[src/rtl/fpd_pkg.sv]
package fpd_pkg;

  localparam int N_OPND = 4;
  localparam int OP_W   = 5;

  // operand kinds
  localparam logic [1:0] K_NONE = 2'd0;
  localparam logic [1:0] K_DBL  = 2'd1;
  localparam logic [1:0] K_SGL  = 2'd2;
  localparam logic [1:0] K_INT  = 2'd3;

  // major opcodes
  localparam logic [6:0] OPC_MADD  = 7'h43;
  localparam logic [6:0] OPC_MSUB  = 7'h47;
  localparam logic [6:0] OPC_NMSUB = 7'h4B;
  localparam logic [6:0] OPC_NMADD = 7'h4F;
  localparam logic [6:0] OPC_FP    = 7'h53;

  typedef enum logic [OP_W-1:0] {
    OP_NONE   = 5'd0,
    OP_MADD   = 5'd1,  OP_MSUB   = 5'd2,  OP_NMSUB  = 5'd3,  OP_NMADD  = 5'd4,
    OP_ADD    = 5'd5,  OP_SUB    = 5'd6,  OP_MUL    = 5'd7,  OP_DIV    = 5'd8,
    OP_SQRT   = 5'd9,
    OP_D2W    = 5'd10, OP_D2WU   = 5'd11, OP_D2L    = 5'd12, OP_D2LU   = 5'd13,
    OP_W2D    = 5'd14, OP_WU2D   = 5'd15, OP_L2D    = 5'd16, OP_LU2D   = 5'd17,
    OP_D2S    = 5'd18, OP_S2D    = 5'd19,
    OP_SGN    = 5'd20, OP_SGNN   = 5'd21, OP_SGNX   = 5'd22,
    OP_MIN    = 5'd23, OP_MAX    = 5'd24,
    OP_EQ     = 5'd25, OP_LT     = 5'd26, OP_LE     = 5'd27,
    OP_CLASS  = 5'd28, OP_MV_D2X = 5'd29, OP_MV_X2D = 5'd30
  } fpd_op_e;

  typedef struct packed {
    fpd_op_e                 op;
    logic [N_OPND-1:0][1:0]  kind;      // [0]=rs1 [1]=rs2 [2]=rs3 [3]=rd
    logic                    has_rm;
    logic                    need_x64;
    logic                    raw_mv;
    logic                    known;
  } fpd_class_t;

endpackage

[src/rtl/fpd_opc_decode.sv]
module fpd_opc_decode
  import fpd_pkg::*;
(
  input  logic [6:0]  opc_i,
  input  logic [2:0]  funct3_i,
  input  logic [6:0]  funct7_i,
  input  logic [4:0]  rs2_i,
  output fpd_class_t  cls_o
);

  logic rs2_zero;
  assign rs2_zero = (rs2_i == 5'd0);

  always_comb begin
    cls_o = '0;
    case (opc_i)
      OPC_MADD, OPC_MSUB, OPC_NMSUB, OPC_NMADD: begin
        if (funct7_i[1:0] == 2'b01) begin
          cls_o.known  = 1'b1;
          cls_o.has_rm = 1'b1;
          cls_o.kind   = {K_DBL, K_DBL, K_DBL, K_DBL};
          case (opc_i)
            OPC_MADD:  cls_o.op = OP_MADD;
            OPC_MSUB:  cls_o.op = OP_MSUB;
            OPC_NMSUB: cls_o.op = OP_NMSUB;
            default:   cls_o.op = OP_NMADD;
          endcase
        end
      end
      OPC_FP: begin
        case (funct7_i)
          7'h01, 7'h05, 7'h09, 7'h0D: begin
            cls_o.known  = 1'b1;
            cls_o.has_rm = 1'b1;
            cls_o.kind   = {K_DBL, K_NONE, K_DBL, K_DBL};
            case (funct7_i[3:2])
              2'd0:    cls_o.op = OP_ADD;
              2'd1:    cls_o.op = OP_SUB;
              2'd2:    cls_o.op = OP_MUL;
              default: cls_o.op = OP_DIV;
            endcase
          end
          7'h2D: begin
            if (rs2_zero) begin
              cls_o.known  = 1'b1;
              cls_o.has_rm = 1'b1;
              cls_o.kind   = {K_DBL, K_NONE, K_NONE, K_DBL};
              cls_o.op     = OP_SQRT;
            end
          end
          7'h61: begin
            if (rs2_i[4:2] == 3'd0) begin
              cls_o.known    = 1'b1;
              cls_o.has_rm   = 1'b1;
              cls_o.need_x64 = rs2_i[1];
              cls_o.kind     = {K_INT, K_NONE, K_NONE, K_DBL};
              case (rs2_i[1:0])
                2'd0:    cls_o.op = OP_D2W;
                2'd1:    cls_o.op = OP_D2WU;
                2'd2:    cls_o.op = OP_D2L;
                default: cls_o.op = OP_D2LU;
              endcase
            end
          end
          7'h69: begin
            if (rs2_i[4:2] == 3'd0) begin
              cls_o.known    = 1'b1;
              cls_o.has_rm   = 1'b1;
              cls_o.need_x64 = rs2_i[1];
              cls_o.kind     = {K_DBL, K_NONE, K_NONE, K_INT};
              case (rs2_i[1:0])
                2'd0:    cls_o.op = OP_W2D;
                2'd1:    cls_o.op = OP_WU2D;
                2'd2:    cls_o.op = OP_L2D;
                default: cls_o.op = OP_LU2D;
              endcase
            end
          end
          7'h20: begin
            if (rs2_i == 5'd1) begin
              cls_o.known  = 1'b1;
              cls_o.has_rm = 1'b1;
              cls_o.kind   = {K_SGL, K_NONE, K_NONE, K_DBL};
              cls_o.op     = OP_D2S;
            end
          end
          7'h21: begin
            if (rs2_zero) begin
              cls_o.known  = 1'b1;
              cls_o.has_rm = 1'b1;
              cls_o.kind   = {K_DBL, K_NONE, K_NONE, K_SGL};
              cls_o.op     = OP_S2D;
            end
          end
          7'h11: begin
            cls_o.kind = {K_DBL, K_NONE, K_DBL, K_DBL};
            case (funct3_i)
              3'd0:    begin cls_o.known = 1'b1; cls_o.op = OP_SGN;  end
              3'd1:    begin cls_o.known = 1'b1; cls_o.op = OP_SGNN; end
              3'd2:    begin cls_o.known = 1'b1; cls_o.op = OP_SGNX; end
              default: cls_o.known = 1'b0;
            endcase
          end
          7'h15: begin
            cls_o.kind = {K_DBL, K_NONE, K_DBL, K_DBL};
            case (funct3_i)
              3'd0:    begin cls_o.known = 1'b1; cls_o.op = OP_MIN; end
              3'd1:    begin cls_o.known = 1'b1; cls_o.op = OP_MAX; end
              default: cls_o.known = 1'b0;
            endcase
          end
          7'h51: begin
            cls_o.kind = {K_INT, K_NONE, K_DBL, K_DBL};
            case (funct3_i)
              3'd2:    begin cls_o.known = 1'b1; cls_o.op = OP_EQ; end
              3'd1:    begin cls_o.known = 1'b1; cls_o.op = OP_LT; end
              3'd0:    begin cls_o.known = 1'b1; cls_o.op = OP_LE; end
              default: cls_o.known = 1'b0;
            endcase
          end
          7'h71: begin
            cls_o.kind = {K_INT, K_NONE, K_NONE, K_DBL};
            if (rs2_zero && funct3_i == 3'd1) begin
              cls_o.known = 1'b1;
              cls_o.op    = OP_CLASS;
            end else if (rs2_zero && funct3_i == 3'd0) begin
              cls_o.known  = 1'b1;
              cls_o.raw_mv = 1'b1;
              cls_o.op     = OP_MV_D2X;
            end
          end
          7'h79: begin
            if (rs2_zero && funct3_i == 3'd0) begin
              cls_o.known  = 1'b1;
              cls_o.raw_mv = 1'b1;
              cls_o.kind   = {K_DBL, K_NONE, K_NONE, K_INT};
              cls_o.op     = OP_MV_X2D;
            end
          end
          default: cls_o = '0;
        endcase
      end
      default: cls_o = '0;
    endcase
    if (!cls_o.known) cls_o = '0;
  end

endmodule

[src/rtl/fpd_rm_resolve.sv]
module fpd_rm_resolve #(
  parameter int RM_W = 3
) (
  input  logic            has_rm_i,
  input  logic [RM_W-1:0] field_i,
  input  logic [RM_W-1:0] dyn_i,
  output logic [RM_W-1:0] rm_o,
  output logic            ok_o
);

  localparam logic [RM_W-1:0] RM_DYN     = '1;
  localparam logic [RM_W-1:0] RM_MAX_OK  = RM_W'(4);

  logic [RM_W-1:0] sel;

  always_comb begin
    sel  = (field_i == RM_DYN) ? dyn_i : field_i;
    rm_o = has_rm_i ? sel : '0;
    ok_o = !has_rm_i || (sel <= RM_MAX_OK);
  end

endmodule

[src/rtl/fpd_reg_gate.sv]
module fpd_reg_gate
  import fpd_pkg::*;
(
  input  logic [1:0] kind_i,
  input  logic       idx_lsb_i,
  input  logic       shared_i,
  input  logic       x64_i,
  output logic       odd_bad_o,
  output logic       int_o
);

  logic is_dbl, is_fp;

  always_comb begin
    is_dbl    = (kind_i == K_DBL);
    is_fp     = is_dbl || (kind_i == K_SGL);
    odd_bad_o = shared_i && !x64_i && is_dbl && idx_lsb_i;
    int_o     = (kind_i == K_INT) || (shared_i && is_fp);
  end

endmodule

[src/rtl/fpd_decode.sv]
module fpd_decode
  import fpd_pkg::*;
#(
  parameter int ILEN   = 32,
  parameter int REG_AW = 5,
  parameter int RM_W   = 3
) (
  input  logic              clk_i,
  input  logic              rst_ni,
  input  logic [ILEN-1:0]   insn_i,
  input  logic              dfpu_en_i,
  input  logic              shared_en_i,
  input  logic              xlen64_i,
  input  logic [RM_W-1:0]   dyn_rm_i,
  output logic [OP_W-1:0]   op_o,
  output logic [REG_AW-1:0] rs1_o,
  output logic [REG_AW-1:0] rs2_o,
  output logic [REG_AW-1:0] rs3_o,
  output logic [REG_AW-1:0] rd_o,
  output logic [RM_W-1:0]   rm_o,
  output logic [N_OPND-1:0] int_file_o,
  output logic              illegal_o
);

  localparam int RD_LO  = 7;
  localparam int F3_LO  = RD_LO + REG_AW;
  localparam int RS1_LO = F3_LO + RM_W;
  localparam int RS2_LO = RS1_LO + REG_AW;
  localparam int F7_LO  = RS2_LO + REG_AW;
  localparam int RS3_LO = F7_LO + 2;

  fpd_class_t            cls;
  logic [RM_W-1:0]       rm_sel;
  logic                  rm_ok;
  logic                  shared_mode;
  logic [N_OPND-1:0]     idx_lsb;
  logic [N_OPND-1:0]     odd_bad;
  logic [N_OPND-1:0]     use_int;
  logic                  legal;

  assign shared_mode = shared_en_i && !dfpu_en_i;
  assign idx_lsb     = {insn_i[RD_LO], insn_i[RS3_LO], insn_i[RS2_LO], insn_i[RS1_LO]};

  fpd_opc_decode u_opc (
    .opc_i    (insn_i[6:0]),
    .funct3_i (insn_i[F3_LO +: RM_W]),
    .funct7_i (insn_i[ILEN-1:F7_LO]),
    .rs2_i    (insn_i[RS2_LO +: REG_AW]),
    .cls_o    (cls)
  );

  fpd_rm_resolve #(.RM_W(RM_W)) u_rm (
    .has_rm_i (cls.has_rm),
    .field_i  (insn_i[F3_LO +: RM_W]),
    .dyn_i    (dyn_rm_i),
    .rm_o     (rm_sel),
    .ok_o     (rm_ok)
  );

  for (genvar g = 0; g < N_OPND; g++) begin : g_opnd
    fpd_reg_gate u_gate (
      .kind_i    (cls.kind[g]),
      .idx_lsb_i (idx_lsb[g]),
      .shared_i  (shared_mode),
      .x64_i     (xlen64_i),
      .odd_bad_o (odd_bad[g]),
      .int_o     (use_int[g])
    );
  end

  assign legal = cls.known
              && (dfpu_en_i || shared_en_i)
              && (!cls.raw_mv || dfpu_en_i)
              && (!cls.need_x64 || xlen64_i)
              && rm_ok
              && !(|odd_bad);

  // next state
  logic [OP_W-1:0]   op_d;
  logic [RM_W-1:0]   rm_d;
  logic [N_OPND-1:0] int_d;

  always_comb begin
    op_d  = legal ? cls.op  : OP_NONE;
    rm_d  = legal ? rm_sel  : '0;
    int_d = legal ? use_int : '0;
  end

  // registers
  always_ff @(posedge clk_i or negedge rst_ni) begin
    if (!rst_ni) begin
      op_o       <= '0;
      rs1_o      <= '0;
      rs2_o      <= '0;
      rs3_o      <= '0;
      rd_o       <= '0;
      rm_o       <= '0;
      int_file_o <= '0;
      illegal_o  <= 1'b0;
    end else begin
      op_o       <= op_d;
      rs1_o      <= insn_i[RS1_LO +: REG_AW];
      rs2_o      <= insn_i[RS2_LO +: REG_AW];
      rs3_o      <= insn_i[RS3_LO +: REG_AW];
      rd_o       <= insn_i[RD_LO +: REG_AW];
      rm_o       <= rm_d;
      int_file_o <= int_d;
      illegal_o  <= !legal;
    end
  end

endmodule

[config.mk]
export PLATFORM = sky130hd
export DESIGN_NAME = fpd_decode
export DESIGN_NICKNAME = d
export VERILOG_FILES = /design/src/rtl/fpd_pkg.sv /design/src/rtl/fpd_opc_decode.sv /design/src/rtl/fpd_rm_resolve.sv /design/src/rtl/fpd_reg_gate.sv /design/src/rtl/fpd_decode.sv
export SDC_FILE = /design/constraint.sdc
export NUM_CORES = 1
export LEC_CHECK = 0
export ABC_AREA = 1
export BUFFER_PORTS_ARGS = -buffer_cell sky130_fd_sc_hd__buf_2
export CAP_MARGIN = 30
export CORE_MARGIN = 1.5
export CORE_UTILIZATION = 45
export CTS_CLUSTER_DIAMETER = 150
export DETAILED_ROUTE_END_ITERATION = 10
export GPL_TIMING_DRIVEN = 0
export PLACE_DENSITY_LB_ADDON = 0.1
export SETUP_SLACK_MARGIN = 0.4
export SLEW_MARGIN = 20
export SYNTH_ARGS = -nofsm -noshare
export SYNTH_HDL_FRONTEND = slang
export SYNTH_HIERARCHICAL = 1
export SYNTH_SLANG_ARGS = --single-unit
[constraint.sdc]
create_clock -name clk_i -period 1.3 [get_ports clk_i]
set_clock_uncertainty 0.1 [all_clocks]
set_input_delay 0.26 -clock clk_i [delete_from_list [all_inputs] [get_ports clk_i]]
set_output_delay 0.26 -clock clk_i [all_outputs]
set_load 0.05 [all_outputs]
## Yosys cells after proc, flatten, opt, wreduce, memory -nomap -nowiden

Cells that the tools add are included.

- Logic and storage cells: 141
- Register bits after elaboration: 33
- Output and inout port bits: 33

- Muxes and demuxes: 39
- Equality and inequality tests: 40
- Reductions and logical operators: 53
- $lt $le $gt $ge: 1

Operator list:

| cell | count |
|---|---|
| $pmux 13 s11 | 1 |
| $eq 7x7->1 const B | 10 |
| $mux 14 | 4 |
| $pmux 5 s3 | 3 |
| $pmux 14 s2 | 1 |
| $mux 13 | 2 |
| $eq 7x6->1 const B | 3 |
| $logic_and 1x1->1 | 21 |
| $eq 2x2->1 const B | 10 |
| $pmux 3 s3 | 2 |
| $mux 17 | 1 |
| $mux 15 | 1 |
| $mux 5 | 3 |
| $eq 2x1->1 const B | 7 |
| $eq 7x4->1 const B | 2 |
| $eq 7x5->1 const B | 2 |
| $logic_or 1x1->1 | 12 |
| $pmux 4 s3 | 1 |
| $reduce_or 4->1 | 3 |
| $pmux 5 s2 | 1 |
| $mux 3 | 3 |
| $mux 1 | 8 |
| $pmux 1 s8 | 1 |
| $reduce_or 2->1 | 4 |
| other kinds (16) | 27 |

## Longest topological paths before layout

Gate-level depths: netlist of the first run.

- Word-level depth: 14
- Mapped depth: 20

## Hierarchy

Netlist of the first run, hierarchy kept.

Modules (own cells, without submodules):

| module | area each (um2) | instances | cells each | sequential area each (um2) |
|---|---|---|---|---|
| fpd_decode | 1,029.7 | 1 | 73 | 825.8 |
| fpd_opc_decode | 985.9 | 1 | 209 | 0.0 |
| fpd_reg_gate | 61.3 | 4 | 11 | 0.0 |
| fpd_rm_resolve | 63.8 | 1 | 15 | 0.0 |

## Worst setup path before layout of the first run

No wires, ideal clock.

- Kind: input-to-reg
- From: in insn_i[27]
- To: reg op_o[3]
- Setup slack: -1,106 ps
- Arrival time: 2,238 ps
- Stages on the path: 20
- Data required time: 1,131 ps
- Path through: inv_1 ha_1 nand3_4 inv_1 nand2_1 nand2_1 nor2_1 a21oi_4 nand2_2 a21oi_1 inv_1 ha_1 nand2_1 nor2_2 inv_1 nand2_1 nor2_2 nand3_2 buf_6 nor2_2

RTL lines:

| element | line | RTL |
|---|---|---|
| start, declared | fpd_decode.sv:10 | `input logic [ILEN-1:0] insn_i,` |
| end signal, assigned | fpd_decode.sv:101 | `op_o <= op_d;` |
| end, declared | fpd_decode.sv:15 | `output logic [OP_W-1:0] op_o,` |

==> results.cfg, run 1 <==
[synthesis]
ys_top_cells_by_count = 91 x nand2_1, 69 x inv_1, 50 x nor2_1, 33 x dfrtp_1, 26 x nand3_1
syn_area_um2 = 2320
seq_area_frac_synth_pct = 35.5
synth_ff_type = dfrtp_1
synth_area_leaders = dfrtp_1 36%, nand2_1 15%, inv_1 11%
postSynth.asyncResetShare_pct = 100
syn_area_per_cell_um2 = 6.82
synth-seq-cells = 33
yosysWarningCount = 6
yosysTopAreaCell = dfrtp_1
yosys.cell_types.count = 29
netlist_instances = 341
synth-edff-count = 0
synth.most_common_cell = nand2_1
synth.top_cell.area_share_pct = 35.5

[floorplanning]
die_x_um = 74.9
floorplan.initialDensity_pct = 47.9
io_pins = 73
core_area_um2 = 4850
die_area_um2 = 5610
die_height_um = 74.9
rows = 25

[clocking]
cts.htree.levels = 2
cts_buffer_depth = 2
cts.reportedPaths.clkPinSlew_ps = 70
cts_tree = done
cts_made_buffers = 5
root_buffer = clkbuf_8
ctsHoldBuffers = 12
clock-sinks = 33

[run_status]
violations = negative hold slack, negative setup slack
status = finished with violations

[sta]
maxSlewViolCount = 0
timing.final.crit_share_pct = 175
finalCriticalPeriod_ps = 2280
final.setup.tns_ps = -12300
setup_viol = 13
timing.final.hold_violations = 33
worst_slew_pin_slew_ps = 730
slew_headroom_pct = 51.3
rsz0062_at_grt = true
fmax_mhz = 439
holdWs_ps = -66.4
setup_slack_ps = -980

[setup_path]
cp-end-kind = register
worstPathRequired_ps = 1420
cp-start-kind = input port
crit_end = rm_o[0]
cp_slowest_stage_delay_ps = 220
path_cells = buf_12 > inv_12 > ha_4 > inv_1 > a21oi_2 > nand2_1 > nand2_1 > nor2_4 > a21oi_4 > nand2_4 > a21oi_2 > inv_1 > ha_2 > nand2_2 > nor2_2 > inv_1 > nand2_1 > nor2_2 > nand3_4 > buf_8 > nor2_4
cp_max_fo = 5
worstSetupStartpoint = insn_i[28]
crit_type = in2reg
slowest_stage = a21oi_4
worst-endpoint-arrival_ps = 2400

[finish]
finish.net_count = 508
seq_area_um2 = 866
multiInputGateArea_um2 = 1460
post-route-util_pct = 79.4
num_antenna_cells = 0
syn_to_final_growth_pct = 65.6
fillers = 323
drive_gt1_share_pct = 48.2

[pwr]
p_leak_nw = 1.91
p_sw_share_pct = 30.9
pwr-share-seq_pct = 44.7
vdd_drop_max_mv = 0.476
power.share.combinational_pct = 24.7
p_switching_uw = 751
power_density_nw_per_um2 = 631
power.share.clock_pct = 30.6
intPower_mw = 1.68

[detailed_routing]
drt_first_pass_iters = 4
ant_nets = 0
post-route-drc-count = 0
vias_per_cell = 4.76
wire_per_inst_um = 13.0
drt_iter0_markers = 114
finalWirelength_um = 6810
vias = 2492

[global_routing]
grt_pass1_wl_um = 10800
grt_pass1_vias = 2414
grt_overflow = 0
grtUsageTotal_pct = 25.3
grt_max_degree = 34
antenna_found_initial = 0

[run]
cap_violations = 0

[placed_design]
dpl.hpwl_um = 4440
pre_cts_slack_ps = -1470
gp_congestion = 0.915
port-buffer-count = 72

[min_path]
hold_path.class = in2async
## worst max-delay path: cells and delay by family
kind	cells	cell delay [ps]
buf+inv	6	500
simple gates	10	800
fa+ha+maj	2	330
compound gates	3	490
## stage by stage
stage,std cells,total power [mW],cell area [um2]
floorplan,342,1.36,2450
global placement,481,1.52,2890
detailed placement,481,1.53,2890
CTS,517,2.42,3680
global route,523,2.55,3850
finish,523,2.43,3850
## power by group through the flow
stage	combinational, mW	sequential [mW]	clock [mW]
after global placement	0.437	1.09	0
after floorplan	0.147	1.21	0
after global routing	0.645	1.09	0.819
final	0.599	1.09	0.743
after CTS	0.565	1.08	0.767
after detailed placement	0.441	1.09	0
## state kept, by name (all words and copies together), names as in the netlist
signal and cells:
op_o 5, rd_o 5, rs3_o 5, rs2_o 5
rm_o 3, int_file_o 4, illegal_o 1, rs1_o 5
## layout by cell type, fill, tap and decap left out, drive strengths merged, types with 3 or more instances in the layout
master and instances:
o21ai 5, buf 98, nand4 3, inv 72
dlygate4sd3 12, nor2 69, clkbuf 6, clkinv 3
a21oi 9, nand2 94, ha 13, dfrtp 33
nand3 30
## metal layers
layer  up-vias  part of all wire, %  global-route usage (%)
met5         -                    0                       0
met4         0                  2.3                    8.08
met3        17                  7.0                    4.15
met2       103                   50                    44.9
met1      1120                   41                    31.3
li1       1252                    -                       -
## cell families (layout without fill, tap and decap cells)
kind of cell	after synthesis	count (layout)	synth area share, %
compound gates	18	18	5.01
fa+ha+maj	13	13	7.00
buf+inv	77	191	13.1
flops	33	33	35.5
other cells	1	2	0.161
simple gates	199	199	39.2
## timing repair
| item | 4_1_cts | 5_1_grt |
|---|---|---|
| endpoints found under the setup margin | 46 | 46 |
| gates cloned | 1 | 0 |
| setup buffers | 15 | 6 |
| pin swaps | 14 | 17 |
| resized for setup | 131 | 35 |
| endpoints found under the hold margin | 45 | 10 |
## how the worst min path moves through the flow
stage,start,to,cells after the start
after floorplan,rst_ni,illegal_o,0
after global placement,rst_ni,rs1_o[2],1
after detailed placement,rst_ni,rs2_o[2],1
after CTS,rst_ni,rs2_o[1],1
after global routing,rst_ni,rs1_o[2],1
final,rst_ni,rs2_o[4],1
## area by class of cell
cell class / instances / share of cell area [%]
buffer: 4 / 0.910
sequential: 33 / 22.5
tap: 67 / 2.18
timing repair buffer: 106 / 26.6
multi-input combinational: 232 / 37.9
clock inverter: 2 / 0.260
inverter: 73 / 7.83
clock buffer: 6 / 1.88
Power figures use the tool's default switching activity.
==> run 2, diff against run 1 <==
Settings changed: TNS_END_PERCENT set to 10.
==> results.cfg, run 2 (same netlist as run 1, synthesis figures left out) <==
[detailed_routing]
drt_first_pass_iters = 4
vias = 2499
ant_nets = 0
drt_iter0_markers = 122
post-route-drc-count = 0
wire_per_inst_um = 13.3
finalWirelength_um = 6890
vias_per_cell = 4.81

[run_status]
violations = negative hold slack, negative setup slack
status = finished with violations

[finish]
multiInputGateArea_um2 = 1450
seq_area_um2 = 826
syn_to_final_growth_pct = 57.9
finish.net_count = 505
final_common_cell = nand2_1
final_area_um2 = 3670
final_cell_mix = 81 x nand2_1, 62 x inv_1, 39 x nor2_1
num_antenna_cells = 0
layout.cells.non_filler = 520
fillers = 358
drive_gt1_share_pct = 39.1

[setup_path]
crit_type = in2reg
path_cells = buf_2 > buf_2 > nand3_1 > nor2_1 > nand3_2 > buf_4 > nand2_1 > inv_1 > nand3_1 > nand3_1 > nand2_1 > ha_2 > nand2_1 > nor2_2 > inv_1 > nand2_2 > nor2_4 > nand3_4 > buf_8 > nor2_4
cp_num_buf_inv = 6
cp_slowest_stage_delay_ps = 210
cp-start-kind = input port
cp_max_fo = 8
worst-endpoint-arrival_ps = 2460
path_delay_family = simple AND/OR/NAND/NOR gates
slowest_stage = nand3_1
cp-end-kind = register
worstPathRequired_ps = 1380

[sta]
setup_slack_ps = -1080
timing.final.crit_share_pct = 183
maxSlewViolCount = 0
setup_viol = 13
final.setup.tns_ps = -13650
rsz0062_at_grt = true
worst_slew_pin_slew_ps = 742
slew_headroom_pct = 50.5
holdWs_ps = -65.9
fmax_mhz = 420
timing.final.hold_violations = 33
finalCriticalPeriod_ps = 2380

[clocking]
cts_buffer_depth = 2
root_buffer = clkbuf_8
cts.reportedPaths.clkPinSlew_ps = 70
cts_tree = done
clock-sinks = 33
ctsHoldBuffers = 13
cts.htree.levels = 2
cts_made_buffers = 5

[min_path]
hold_path.class = in2async

[floorplanning]
die_area_um2 = 5610
floorplan.initialDensity_pct = 47.9
die_x_um = 74.9
die_height_um = 74.9
rows = 25
core_area_um2 = 4850
io_pins = 73

[placed_design]
dp_cells = 481
place_area_um2 = 2850
gp_congestion = 0.905
dpl.hpwl_um = 4490
pre_cts_slack_ps = -1440
port-buffer-count = 72

[global_routing]
grt_pass1_wl_um = 10500
grt_max_degree = 34
grt_pass1_vias = 2397
antenna_found_initial = 0
grtUsageTotal_pct = 25.2
grt_overflow = 0

[pwr]
p_leak_nw = 1.90
vdd_drop_max_mv = 0.435
power_density_nw_per_um2 = 652

[run]
cap_violations = 0
==> run 2: worst max-delay path by stage <==
stage	start	end	slack [ps]	depth (start not counted)
floorplan	insn_i[28]	rm_o[0]	-920	20
CTS	insn_i[27]	rm_o[1]	-970	21
detailed placement	insn_i[27]	rm_o[0]	-1440	20
finish	insn_i[29]	rm_o[1]	-1080	20
global placement	insn_i[27]	rm_o[0]	-1410	20
global route	insn_i[29]	rm_o[0]	-1210	20
==> run 2: final cells by class <==
cell class	instances	area share, %
flip-flops and latches	33	22.5
clock buffers	6	1.98
plain buffers	4	0.954
inverters	73	8.28
well taps	67	2.28
repair buffers	103	24.2
clock inverters	2	0.273
multi-input cells	232	39.5
==> run 2: report_power, final <==
group | total (mW) | internal [mW] | switching (mW)
Clock | 0.746 | 0.371 | 0.375
Sequential | 1.07 | 1.06 | 0.0163
Combinational | 0.574 | 0.221 | 0.353
Total | 2.39 | 1.65 | 0.744
==> run 2: metal layers <==
layer | vias up | track usage [%] | share of wire (%)
met2 | 111 | 44.9 | 50
li1 | 1241 | - | -
met5 | - | 0 | 0
met1 | 1124 | 29.6 | 41
met4 | 0 | 9.09 | 2.3
met3 | 23 | 5.62 | 7.0
==> run 2: timing repair <==
action,4_1_cts,5_1_grt
cloned,1,0
pin swaps,11,13
endpoints found under the setup margin,46,46
resized for setup,91,41
setup buffers,9,8
hold endpoints to repair,46,33
==> run 2: per-stage QoR <==
stage          utilization [%]  total power [mW]
6_report                  75.7              2.39
5_1_grt                   75.7              2.51
3_5_place_dp              58.8              1.52
3_3_place_gp              58.8              1.52
2_1_floorplan                -              1.35
4_1_cts                   71.1              2.36
